**config.mk**
```make
export PLATFORM = sky130hd
export DESIGN_NAME = hseq_decode
export DESIGN_NICKNAME = d
export VERILOG_FILES = /design/src/rtl/hseq_dec_pkg.sv /design/src/rtl/hseq_dec_fields.sv /design/src/rtl/hseq_dec_classify.sv /design/src/rtl/hseq_pipe_reg.sv /design/src/rtl/hseq_decode.sv
export SDC_FILE = /design/constraint.sdc
export NUM_CORES = 1
export LEC_CHECK = 0
export BUFFER_PORTS_ARGS = -buffer_cell sky130_fd_sc_hd__buf_4
export CAP_MARGIN = 15
export CORE_MARGIN = 4
export CORE_UTILIZATION = 49
export CTS_BUF_LIST = sky130_fd_sc_hd__clkbuf_4 sky130_fd_sc_hd__clkbuf_8
export DETAILED_ROUTE_END_ITERATION = 10
export GPL_ROUTABILITY_DRIVEN = 0
export GPL_TIMING_DRIVEN = 0
export PLACE_DENSITY = 0.82
export SKIP_LAST_GASP = 1
export SLEW_MARGIN = 20
export SYNTH_ARGS = -nofsm -noshare
export SYNTH_HDL_FRONTEND = slang
export SYNTH_SLANG_ARGS = --single-unit
```
**constraint.sdc**
```tcl
create_clock -name clk -period 1.7 [get_ports clk]
set_clock_uncertainty 0.15 [all_clocks]
set_input_delay 0.34 -clock clk [delete_from_list [all_inputs] [get_ports clk]]
set_output_delay 0.34 -clock clk [all_outputs]
set_load 0.01 [all_outputs]
```
**src/rtl/hseq_dec_pkg.sv**
```systemverilog
package hseq_dec_pkg;
  localparam int IDX_W   = 4;
  localparam int COND_W  = 4;
  localparam int FB_W    = 5;
  localparam int FC_W    = 8;
  localparam int OP_W    = 5;
  localparam int TS_W    = 2;
  localparam int WORD_W  = IDX_W + 1 + COND_W + FB_W + FC_W + OP_W;

  typedef enum logic [TS_W-1:0] {
    TS_IDLE  = 2'd0,
    TS_WRRDY = 2'd1,
    TS_RDRDY = 2'd2,
    TS_BUSY  = 2'd3
  } tstate_e;

  typedef struct packed {
    logic [IDX_W-1:0]  rd_idx;
    logic              opt;
    logic [COND_W-1:0] cond;
    logic [FB_W-1:0]   fb;
    logic [FC_W-1:0]   fc;
    logic [OP_W-1:0]   op;
  } fields_t;

  typedef struct packed {
    logic wr_reg;
    logic rd_reg;
    logic bytes;
    logic bytes_reg;
    logic bytes_stop;
    logic bytes_fin;
    logic ctx_init;
    logic ctx_fresh;
    logic mem_mv;
    logic jump;
    logic halt;
    logic upd_z;
    logic upd_one;
    logic upd_c;
    logic use_c;
  } class_t;

  typedef struct packed {
    fields_t f;
    class_t  c;
    logic    need_wr;
    logic    issue_ok;
    logic    illegal;
  } dec_t;
endpackage

```
**src/rtl/hseq_dec_fields.sv**
```systemverilog
module hseq_dec_fields
  import hseq_dec_pkg::*;
(
  input  logic [WORD_W-1:0] word,
  output fields_t           fields
);
  localparam int OP_LO   = 0;
  localparam int FC_LO   = OP_LO + OP_W;
  localparam int FB_LO   = FC_LO + FC_W;
  localparam int COND_LO = FB_LO + FB_W;
  localparam int OPT_POS = COND_LO + COND_W;
  localparam int IDX_LO  = OPT_POS + 1;

  assign fields.op     = word[OP_LO   +: OP_W];
  assign fields.fc     = word[FC_LO   +: FC_W];
  assign fields.fb     = word[FB_LO   +: FB_W];
  assign fields.cond   = word[COND_LO +: COND_W];
  assign fields.opt    = word[OPT_POS];
  assign fields.rd_idx = word[IDX_LO  +: IDX_W];
endmodule

```
**src/rtl/hseq_dec_classify.sv**
```systemverilog
module hseq_dec_classify
  import hseq_dec_pkg::*;
#(
  parameter bit CARRY_OPS_EN = 1'b1
) (
  input  logic [OP_W-1:0] op_in,
  output logic [OP_W-1:0] op_out,
  output class_t          cls,
  output logic            illegal
);
  logic carry_ok;
  logic known;

  generate
    if (CARRY_OPS_EN) begin : g_carry_on
      assign carry_ok = 1'b1;
    end else begin : g_carry_off
      assign carry_ok = 1'b0;
    end
  endgenerate

  always_comb begin
    case (op_in) inside
      5'd0, 5'd1, 5'd6, 5'd7, 5'd8, 5'd9, 5'd10,
      5'd12, 5'd13, 5'd14, [5'd16:5'd24], 5'd26,
      [5'd28:5'd31]: known = 1'b1;
      default:       known = 1'b0;
    endcase
    if ((op_in == 5'd17 || op_in == 5'd19) && !carry_ok) known = 1'b0;
  end

  always_comb begin
    cls     = '0;
    illegal = !known;
    op_out  = known ? op_in : '0;
    if (known) begin
      cls.wr_reg     = op_in inside {[5'd16:5'd24]};
      cls.rd_reg     = (cls.wr_reg && op_in != 5'd21) ||
                       op_in inside {5'd12, 5'd14, 5'd26};
      cls.bytes      = op_in inside {[5'd8:5'd15]};
      cls.bytes_reg  = op_in inside {[5'd12:5'd15]};
      cls.bytes_stop = op_in inside {5'd9, 5'd13};
      cls.bytes_fin  = op_in inside {5'd10, 5'd14};
      cls.ctx_init   = op_in inside {5'd6, 5'd7};
      cls.ctx_fresh  = op_in == 5'd7;
      cls.mem_mv     = op_in inside {[5'd28:5'd30]};
      cls.jump       = op_in == 5'd31;
      cls.halt       = op_in == 5'd1;
      cls.upd_z      = op_in inside {5'd18, 5'd20, 5'd22};
      cls.upd_one    = op_in == 5'd22;
      cls.upd_c      = op_in inside {[5'd16:5'd19]};
      cls.use_c      = op_in inside {5'd17, 5'd19};
    end
  end
endmodule

```
**src/rtl/hseq_pipe_reg.sv**
```systemverilog
module hseq_pipe_reg #(
  parameter int W = 8
) (
  input  logic         clk,
  input  logic         rst_n,
  input  logic         in_valid,
  output logic         in_ready,
  input  logic [W-1:0] in_data,
  output logic         out_valid,
  input  logic         out_ready,
  output logic [W-1:0] out_data
);
  assign in_ready = !out_valid || out_ready;

  always_ff @(posedge clk) begin
    if (!rst_n) begin
      out_valid <= 1'b0;
      out_data  <= '0;
    end else if (in_ready) begin
      out_valid <= in_valid;
      if (in_valid) out_data <= in_data;
    end
  end
endmodule

```
**src/rtl/hseq_decode.sv**
```systemverilog
module hseq_decode
  import hseq_dec_pkg::*;
#(
  parameter bit CARRY_OPS_EN = 1'b1
) (
  input  logic              clk,
  input  logic              rst_n,
  input  logic              in_valid,
  output logic              in_ready,
  input  logic [WORD_W-1:0] in_word,
  input  logic [TS_W-1:0]   thread_state,
  output logic              out_valid,
  input  logic              out_ready,
  output logic [IDX_W-1:0]  dec_rd_idx,
  output logic              dec_opt,
  output logic [COND_W-1:0] dec_cond,
  output logic [FB_W-1:0]   dec_field_b,
  output logic [FC_W-1:0]   dec_const,
  output logic [OP_W-1:0]   dec_opcode,
  output logic              dec_writes_reg,
  output logic              dec_reads_reg,
  output logic              dec_bytes_cmd,
  output logic              dec_bytes_from_reg,
  output logic              dec_bytes_stop,
  output logic              dec_bytes_finish,
  output logic              dec_ctx_init,
  output logic              dec_ctx_fresh,
  output logic              dec_mem_move,
  output logic              dec_jump,
  output logic              dec_halt,
  output logic              dec_upd_zero,
  output logic              dec_upd_one,
  output logic              dec_upd_carry,
  output logic              dec_use_carry,
  output logic              dec_need_wr_ready,
  output logic              dec_issue_ok,
  output logic              dec_illegal
);
  localparam int DW = $bits(dec_t);

  fields_t raw;
  class_t  cls;
  logic    ill;
  logic [OP_W-1:0] op_eff;
  dec_t    nxt;
  dec_t    cur;
  logic [DW-1:0] cur_vec;

  hseq_dec_fields u_fields (
    .word   (in_word),
    .fields (raw)
  );

  hseq_dec_classify #(.CARRY_OPS_EN(CARRY_OPS_EN)) u_class (
    .op_in   (raw.op),
    .op_out  (op_eff),
    .cls     (cls),
    .illegal (ill)
  );

  always_comb begin
    nxt          = '0;
    nxt.f        = raw;
    nxt.f.op     = op_eff;
    nxt.c        = cls;
    nxt.illegal  = ill;
    nxt.need_wr  = raw.opt;
    nxt.issue_ok = !raw.opt || (tstate_e'(thread_state) == TS_WRRDY);
  end

  hseq_pipe_reg #(.W(DW)) u_stage (
    .clk       (clk),
    .rst_n     (rst_n),
    .in_valid  (in_valid),
    .in_ready  (in_ready),
    .in_data   (nxt),
    .out_valid (out_valid),
    .out_ready (out_ready),
    .out_data  (cur_vec)
  );

  assign cur                = dec_t'(cur_vec);
  assign dec_rd_idx         = cur.f.rd_idx;
  assign dec_opt            = cur.f.opt;
  assign dec_cond           = cur.f.cond;
  assign dec_field_b        = cur.f.fb;
  assign dec_const          = cur.f.fc;
  assign dec_opcode         = cur.f.op;
  assign dec_writes_reg     = cur.c.wr_reg;
  assign dec_reads_reg      = cur.c.rd_reg;
  assign dec_bytes_cmd      = cur.c.bytes;
  assign dec_bytes_from_reg = cur.c.bytes_reg;
  assign dec_bytes_stop     = cur.c.bytes_stop;
  assign dec_bytes_finish   = cur.c.bytes_fin;
  assign dec_ctx_init       = cur.c.ctx_init;
  assign dec_ctx_fresh      = cur.c.ctx_fresh;
  assign dec_mem_move       = cur.c.mem_mv;
  assign dec_jump           = cur.c.jump;
  assign dec_halt           = cur.c.halt;
  assign dec_upd_zero       = cur.c.upd_z;
  assign dec_upd_one        = cur.c.upd_one;
  assign dec_upd_carry      = cur.c.upd_c;
  assign dec_use_carry      = cur.c.use_c;
  assign dec_need_wr_ready  = cur.need_wr;
  assign dec_issue_ok       = cur.issue_ok;
  assign dec_illegal        = cur.illegal;

  // a stalled output word must not change
  assert_hold_stable_R2: assert property (@(posedge clk) disable iff (!rst_n)
    out_valid && !out_ready |=> out_valid && $stable(cur_vec));

  // an instruction without the option bit is always permitted
  assert_issue_free_R9: assert property (@(posedge clk) disable iff (!rst_n)
    out_valid && !dec_opt |-> dec_issue_ok);

  // illegal words look like a no-operation
  assert_illegal_nop_R10: assert property (@(posedge clk) disable iff (!rst_n)
    out_valid && dec_illegal |-> dec_opcode == '0 && !dec_writes_reg &&
      !dec_reads_reg && !dec_bytes_cmd && !dec_ctx_init && !dec_mem_move &&
      !dec_jump && !dec_halt && !dec_upd_carry && !dec_upd_zero);

  // every writer except the constant move also reads
  assert_writer_reads_R6: assert property (@(posedge clk) disable iff (!rst_n)
    out_valid && dec_writes_reg && dec_opcode != 5'd21 |-> dec_reads_reg);

  // register-count forms are byte-feeding commands
  assert_bytes_reg_sub_R3: assert property (@(posedge clk) disable iff (!rst_n)
    out_valid && dec_bytes_from_reg |-> dec_bytes_cmd);

  // with carry ops removed, nothing consumes carry
  assert_no_carry_use_R11: assert property (@(posedge clk) disable iff (!rst_n)
    out_valid && dec_use_carry |-> CARRY_OPS_EN);
endmodule

```
==> results.py, run 1 <==
metrics = {
    "cts": {
        "cts_hold_buf": 0,
        "post_cts_resized": 0,
        "htreeDepth": 2,
        "clock_path_buffers": 2,
        "post-cts-setup-buffer-count": 0,
        "cts_tree": "built",
        "numCtsBuffers": 5,
        "insertion_delay_ns": 0.29,
        "root_buffer": "clkbuf_8",
        "clk_pin_slew_worst_paths_ns": 0.08,
        "cts.sinks": 45,
    },
    "cells_and_area": {
        "nets": 330,
        "syn2layout_area_growth_pct": 40.1,
        "fillCellCount": 339,
        "num_antenna_cells": 0,
        "stdcell_area_um2": 2630,
        "fin_cells": 346,
        "drive_above_1_share_pct": 35.2,
    },
    "global_routing": {
        "grt_overflow": 0,
        "antenna_found_initial": 0,
        "track_usage_pct": 19.6,
        "grt_pass1_vias": 1708,
        "grt_max_degree": 14,
        "gr-usage-met1_pct": 23.8,
        "grt_pass1_wl_um": 7890,
        "met3_usage_pct": 5.07,
        "use_met2_pct": 34.5,
        "grt_busiest_layer": "met2",
    },
    "timing": {
        "setup_ws_ns": 0.286,
        "layout_min_cycle_time_ns": 1.41,
        "slew_violations": 0,
        "finalSetupViolations": 0,
        "hold_viol": 0,
        "fmax_mhz": 707,
        "slew_headroom_pct": 75.9,
        "fin_tns_setup_ns": 0,
        "worst_pin_slew_ns": 0.362,
        "finalCritPeriodShare_pct": 83.2,
        "grt_setup_unrepaired": "no",
    },
    "logic_synthesis": {
        "synth_area_leaders": "dfxtp_1 48%, a21boi_0 14%, nand2_1 13%, buf_2 2.7%, buf_4 2.0%",
        "syn_inst": 214,
        "async_flop_share_pct": 0,
        "synth_edf_count": 0,
        "yosysTopAreaCell": "dfxtp_1",
        "synth.top_cell.area_share_pct": 48.1,
        "postSynthNetCount": 247,
        "yosysWarnings": 0,
        "synth_flop_cell": "dfxtp_1",
        "seq_area_frac_synth_pct": 48.1,
        "syn_area_per_cell_um2": 8.76,
        "synth_cell_types": 31,
        "ys_ff_latch": 45,
        "synth_area_um2": 1870,
    },
    "die": {
        "start_util_pct": 50.8,
        "row_count": 22,
        "die_w_um": 69.8,
        "die-area_um2": 4880,
        "die_y_um": 69.8,
        "core-area_um2": 3690,
        "io_pins": 80,
    },
    "worst_setup_path": {
        "end_kind": "flip-flop",
        "path_class": "flip-flop to flip-flop",
        "crit_required_ns": 1.77,
        "cp.arrival_ns": 1.48,
        "critPathMaxFanout": 10,
        "r2r_cells": 5,
        "critPathLaunchType": "flip-flop",
    },
    "drt": {
        "wirelength_um": 4670,
        "first_pass_iters": 4,
        "wire_per_inst_um": 13.5,
        "vias_per_cell": 5.05,
        "drc": 0,
        "drt_iter0_drc": 43,
        "final_antenna_net_count": 0,
        "num_vias": 1749,
    },
    "power": {
        "power_w": 0.00233,
        "vdd_drop_max_uv": 763,
        "cellLeakagePower_nw": 1.18,
        "p_per_area_nw_per_um2": 886,
    },
    "place": {
        "portBuffers": 76,
        "pre_cts_ws_ns": 0.151,
        "dp.cells": 338,
        "hpwl_um": 3610,
        "post_dp_cell_area_um2": 2500,
    },
    "outcome": {
        "status": "finished, final reports clean",
    },
    "flow_run": {
        "maxCapViolations": 0,
    },
    "hold_path": {
        "whs_path_depth": 3,
        "hold_class": "input port to flip-flop",
    },
}
[path summary, 6_finish.rpt]
kind / start / slack (ns) / to
setup / recovery: u_stage.out_valid / 0.29 / u_stage.out_data[22]
hold reg to reg: u_stage.out_data[10] / 0.31 / u_stage.out_data[10]
hold / removal: in_word[6] / 0.15 / u_stage.out_data[24]
setup reg to reg: u_stage.out_valid / 0.29 / u_stage.out_data[22]
[critical path: stages, from the launching register on]
cell      delay, ns
dfxtp_1        0.38
nand2b_4       0.08
nand2_1        0.18
buf_2          0.27
a22oi_1        0.12
nor2b_1        0.15
[sequential cells by signal (all words and copies together), names as in the netlist]
register / count
u_stage.out_valid: 1
u_stage.out_data: 44
[stage by stage]
| step | hold WS, ns | util [%] |
|---|---|---|
| 6_report | 0.152 | 71.2 |
| 5_1_grt | 0.150 | 71.2 |
| 4_1_cts | 0.147 | 71.2 |
| 3_5_place_dp | 0.307 | 67.9 |
| 3_3_place_gp | 0.295 | 67.9 |
| 2_1_floorplan | 0.328 | - |
[Yosys cell counts, drive strengths merged (3+ instances only)]
library cell	number
a21boi	36
a22oi	3
a32o	3
and3	4
buf	16
clkbuf	4
dfxtp	45
nand2	64
nand3	7
nand4	4
nor2	3
nor2b	6
[routing by layer]
metal	vias to the layer above	share of wire [%]
li1	881	-
met1	808	41
met2	53	51
met3	7	6.7
met4	0	1.3
met5	-	0
[power by group]
group / leakage (nW) / internal (W) / switching [W]
combinational: 0.752 / 0.000186 / 0.000173
sequential: 0.368 / 0.00110 / 0.0000266
clock: 0.0619 / 0.000495 / 0.000342
[placed cells by master, fill, tap and decap left out, drive strengths merged, types with 4 or more instances in the layout]
master   n
buf     92
nand4    4
nand3    7
nor2b    6
dfxtp   45
clkbuf  11
nand2   64
and3     4
a21boi  36
[layout make-up]
cell class / instances / area (um^2) / share of cell area, %
Clock inverter: 1 / 30.0 / 1.14
Tap cell: 48 / 60.1 / 2.29
Clock buffer: 7 / 90.1 / 3.43
Inverter: 1 / 3.75 / 0.143
Buffer: 20 / 114 / 4.34
Sequential cell: 45 / 901 / 34.3
Multi-Input combinational cell: 148 / 856 / 32.6
Timing Repair Buffer: 76 / 571 / 21.7
[logic make-up after synthesis]
kind of cell,Yosys count,share of synthesized area [%]
flip-flops,45,48.1
buffers and inverters,21,6.27
XOR/XNOR,2,0.935
AO/OA/AOI/OAI,50,20.6
AND/OR/NAND/NOR,96,24.2
Note: power is estimated with default switching activity, not from simulation.
==> run 2, diff against run 1 <==
Clock period 1.7 ns to 1.39 ns, I/O delays scaled along.
==> run 2 against run 1 <==
Via count is 0.11% lower. Core utilization is 0.58 points higher. Final cell count increased by 0.29%. Largest cell class unchanged. Largest power group unchanged.
==> results.py, run 2 (synthesis gave the netlist of run 1 again) <==
metrics = {
    "outcome": {
        "status": "finished, final reports clean",
    },
    "die": {
        "io_pins": 80,
        "row_count": 22,
        "core-area_um2": 3690,
        "die_w_um": 69.8,
        "die_y_um": 69.8,
        "start_util_pct": 50.8,
        "die-area_um2": 4880,
    },
    "worst_setup_path": {
        "cp.arrival_ns": 1.37,
        "critPathLaunchType": "flip-flop",
        "critPathMaxFanout": 10,
        "worst_path_max_delay_cell": "dfxtp_2",
        "crit_path_cell_trace": "nand2b_4 -> and2_4 -> buf_6 -> buf_4 -> o211a_1",
        "crit_required_ns": 1.43,
        "cpPeakStageDelay_ns": 0.35,
        "end_kind": "flip-flop",
        "cp.buffers_inverters": 2,
        "path_class": "flip-flop to flip-flop",
        "crit_family": "flip-flops",
    },
    "cts": {
        "insertion_delay_ns": 0.29,
        "clk_pin_slew_worst_paths_ns": 0.08,
        "cts_tree": "built",
        "cts.sinks": 45,
        "numCtsBuffers": 5,
        "cts_hold_buf": 0,
        "htreeDepth": 2,
        "root_buffer": "clkbuf_8",
        "clock_path_buffers": 2,
    },
    "timing": {
        "layout_min_cycle_time_ns": 1.33,
        "grt_setup_unrepaired": "yes",
        "slew_violations": 0,
        "slew_headroom_pct": 74.5,
        "fmax_mhz": 753,
        "finalCritPeriodShare_pct": 95.6,
        "worst_pin_slew_ns": 0.382,
        "finalSetupViolations": 0,
        "setup_ws_ns": 0.0613,
        "holdWs_ns": 0.0734,
        "hold_viol": 0,
    },
    "flow_run": {
        "maxCapViolations": 0,
    },
    "cells_and_area": {
        "final_util_pct": 71.7,
        "final_common_cell": "buf_4",
        "mostFrequentLayoutCells": "82 x buf_4, 63 x nand2_1, 44 x dfxtp_1",
        "nets": 331,
        "num_antenna_cells": 0,
        "drive_above_1_share_pct": 36.1,
        "reg_top3": "u_stage.out_data x44, u_stage.out_valid x1",
        "fillCellCount": 336,
        "largest_register": "u_stage.out_data",
        "largest_register_ff_count": 44,
        "syn2layout_area_growth_pct": 41.2,
    },
    "power": {
        "vdd_drop_max_uv": 759,
        "cellLeakagePower_nw": 1.19,
        "p_per_area_nw_per_um2": 1080,
    },
    "place": {
        "pre_cts_ws_ns": -0.103,
        "portBuffers": 76,
        "hpwl_um": 3490,
    },
    "global_routing": {
        "grt_overflow": 0,
        "antenna_found_initial": 0,
        "track_usage_pct": 19.4,
        "grt_pass1_wl_um": 7730,
        "grt_pass1_vias": 1631,
        "grt_max_degree": 15,
    },
    "drt": {
        "first_pass_iters": 4,
        "num_vias": 1747,
        "final_antenna_net_count": 0,
        "wire_per_inst_um": 13.4,
        "wirelength_um": 4640,
        "drc": 0,
        "vias_per_cell": 5.03,
        "drt_iter0_drc": 90,
    },
    "hold_path": {
        "hold_class": "input port to flip-flop",
    },
}
==> run 2: power breakdown <==
group | total (W) | switching [W] | internal, W
Combinational | 0.000449 | 0.000214 | 0.000235
Sequential | 0.00138 | 0.0000328 | 0.00135
Clock | 0.00102 | 0.000431 | 0.000584
==> run 2: worst reg2reg max path, stage by stage (launching register included) <==
cell and delay (ns):
dfxtp_2 0.35, nand2b_4 0.07, and2_4 0.15, buf_6 0.12, buf_4 0.17, o211a_1 0.21
==> run 2: routing by layer <==
metal,GRT usage (%),share of wire (%),vias up
li1,-,-,886
met1,24.5,43,797
met3,5.36,6.8,5
met5,0,0,-
met2,32.1,49,59
met4,6.17,1.0,0
==> run 2: per-stage QoR <==
step	power [W]	setup TNS [ns]	area, um^2	instances
after floorplan	0.00164	0	1880	214
after CTS	0.00286	0	2630	346
final	0.00285	0	2650	347
after detailed placement	0.00186	-1.59	2510	338
after global placement	0.00185	-0.622	2510	338
after global routing	0.00297	-0.0334	2650	347
==> run 2: final timing paths <==
path / start / cells after the start / slack (ns) / to
max: u_stage.out_valid / 5 / 0.06 / u_stage.out_data[1]
min: in_word[14] / 3 / 0.07 / u_stage.out_data[32]
max reg2reg: u_stage.out_valid / 5 / 0.06 / u_stage.out_data[1]
min reg2reg: u_stage.out_data[32] / 2 / 0.31 / u_stage.out_data[32]
==> run 2: what timing repair did <==
item,in CTS,in global routing
setup buffers,0,1
resized for setup,0,9
setup endpoints to repair,0,37
==> run 2: final cells by class <==
type | instances | area, um^2 | share of cell area (%)
multi-input combinational | 148 | 858 | 32.4
clock inverter | 2 | 37.5 | 1.42
clock buffer | 6 | 82.6 | 3.12
inverter | 1 | 3.75 | 0.142
timing repair buffer | 77 | 578 | 21.8
buffer | 20 | 124 | 4.68
tap | 48 | 60.1 | 2.27
sequential | 45 | 902 | 34.1
==> run 3, diff against run 2 <==
Settings changed: GPL_TIMING_DRIVEN 0 to not set, RECOVER_POWER set to 25.
==> run 3 against run 2 <==
Clock power shrank 21%. Combinational power is 3% lower. First-iteration DRC count is 10% lower. Highest routed layer unchanged.
==> results.py, run 3 (synthesis gave the netlist of run 1 again) <==
metrics = {
    "power": {
        "p_per_area_nw_per_um2": 1020,
        "vdd_drop_max_uv": 733,
        "cellLeakagePower_nw": 1.15,
    },
    "cells_and_area": {
        "reg_top3": "u_stage.out_data x44, u_stage.out_valid x1",
        "final_common_cell": "buf_4",
        "stdcell_area_um2": 2580,
        "syn2layout_area_growth_pct": 37.7,
        "nets": 320,
        "mostFrequentLayoutCells": "83 x buf_4, 64 x nand2_1, 44 x dfxtp_1",
        "largest_register_ff_count": 44,
        "fin_cells": 335,
        "drive_above_1_share_pct": 34.5,
        "largest_register": "u_stage.out_data",
        "num_antenna_cells": 0,
    },
    "drt": {
        "met2_wirelength_um": 2100,
        "num_vias": 1714,
        "wl_met3_um": 337,
        "drt_iter0_drc": 81,
        "vias_per_cell": 5.12,
        "first_pass_iters": 4,
        "final_antenna_net_count": 0,
        "top_layer": "met4",
        "wl_met1_um": 1940,
        "wire_per_inst_um": 13.2,
        "drc": 0,
        "wirelength_um": 4410,
    },
    "timing": {
        "slew_headroom_pct": 78.9,
        "hold_viol": 0,
        "fmax_mhz": 776,
        "worst_pin_slew_ns": 0.316,
        "grt_setup_unrepaired": "yes",
        "layout_min_cycle_time_ns": 1.29,
        "finalSetupViolations": 0,
        "finalCritPeriodShare_pct": 92.7,
        "slew_violations": 0,
        "setup_ws_ns": 0.101,
    },
    "cts": {
        "clock_path_buffers": 2,
        "cts_hold_buf": 0,
        "cts.sinks": 45,
        "clk_pin_slew_worst_paths_ns": 0.08,
        "cts_tree": "built",
        "insertion_delay_ns": 0.29,
        "numCtsBuffers": 5,
        "htreeDepth": 2,
        "root_buffer": "clkbuf_8",
    },
    "die": {
        "die_w_um": 69.8,
        "row_count": 22,
        "die-area_um2": 4880,
        "core-area_um2": 3690,
        "die_y_um": 69.8,
        "io_pins": 80,
        "start_util_pct": 50.8,
    },
    "worst_setup_path": {
        "path_class": "flip-flop to output pin",
        "crit_family": "flip-flops",
        "crit_required_ns": 0.96,
        "cp.buffers_inverters": 1,
        "critPathMaxFanout": 5,
        "cp.arrival_ns": 0.86,
        "end_kind": "output pin",
        "worst_path_max_delay_cell": "dfxtp_2",
        "cpPeakStageDelay_ns": 0.36,
        "critPathLaunchType": "flip-flop",
        "crit_path_cell_trace": "nand2b_4 -> buf_4",
    },
    "global_routing": {
        "antenna_found_initial": 0,
        "grt_overflow": 0,
        "track_usage_pct": 17.9,
        "grt_pass1_vias": 1483,
        "grt_pass1_wl_um": 7110,
        "grt_max_degree": 43,
    },
    "flow_run": {
        "maxCapViolations": 0,
    },
    "hold_path": {
        "hold_class": "input port to flip-flop",
    },
    "place": {
        "pre_cts_ws_ns": -0.0603,
        "dp.cells": 328,
        "post_dp_cell_area_um2": 2480,
        "portBuffers": 79,
        "hpwl_um": 3180,
    },
    "outcome": {
        "status": "finished, final reports clean",
    },
}
## run 3: cell types whose count changed in the layout (fill, tap and decap cells not counted), moves of 2 or more
cell and change:
clkbuf_4 -3, a21boi_0 +2, clkbuf_1 -4, a21boi_1 -2, buf_2 -6
## run 3: tightest hold or removal path: cells and delay by family
family | cells | cell delay, ns
compound gates | 1 | 0.06
simple gates | 1 | 0.04
buf+inv | 1 | 0.10
## run 3: through the flow
| stage | power [W] | TNS (ns) | util, % | hold WS (ns) |
|---|---|---|---|---|
| 6_report | 0.00263 | 0 | 70.0 | 0.0909 |
| 5_1_grt | 0.00276 | -0.0177 | 70.0 | 0.0888 |
| 4_1_cts | 0.00265 | 0 | 69.7 | 0.0859 |
| 3_5_place_dp | 0.00185 | -0.219 | 67.2 | 0.304 |
| 3_3_place_gp | 0.00184 | 0 | 67.2 | 0.294 |
| 2_1_floorplan | 0.00164 | 0 | - | 0.259 |
## run 3: worst paths after layout
kind	from	end	cells past startpoint	slack [ns]
setup / recovery	u_stage.out_valid	in_ready	2	0.10
hold / removal	in_word[17]	u_stage.out_data[35]	3	0.09
setup reg to reg	u_stage.out_valid	u_stage.out_data[28]	5	0.10
hold reg to reg	u_stage.out_data[16]	u_stage.out_data[16]	2	0.31
## run 3: final cells by class
class	count	area (um^2)
Multi-Input combinational cell	148	856
Clock buffer	7	90.1
Inverter	1	3.75
Timing Repair Buffer	86	669
Fill cell	334	1110
Tap cell	48	60.1
Sequential cell	45	902
## run 3: report_power, final
group | switching [W] | total (W) | internal [W]
sequential | 0.0000337 | 0.00138 | 0.00135
clock | 0.000396 | 0.000810 | 0.000414
combinational | 0.000207 | 0.000435 | 0.000229
## run 3: layer usage
| metal | vias up | track usage [%] |
|---|---|---|
| li1 | 863 | - |
| met1 | 786 | 22.3 |
| met2 | 60 | 29.4 |
| met3 | 5 | 6.09 |
| met4 | 0 | 5.11 |
| met5 | - | 0 |
## run 3: what timing repair did
item | in CTS | in global routing
resized for setup | 0 | 4
buffers inserted | 0 | 0
endpoints found under the setup margin | 0 | 21
hold endpoints to repair | 0 | 0
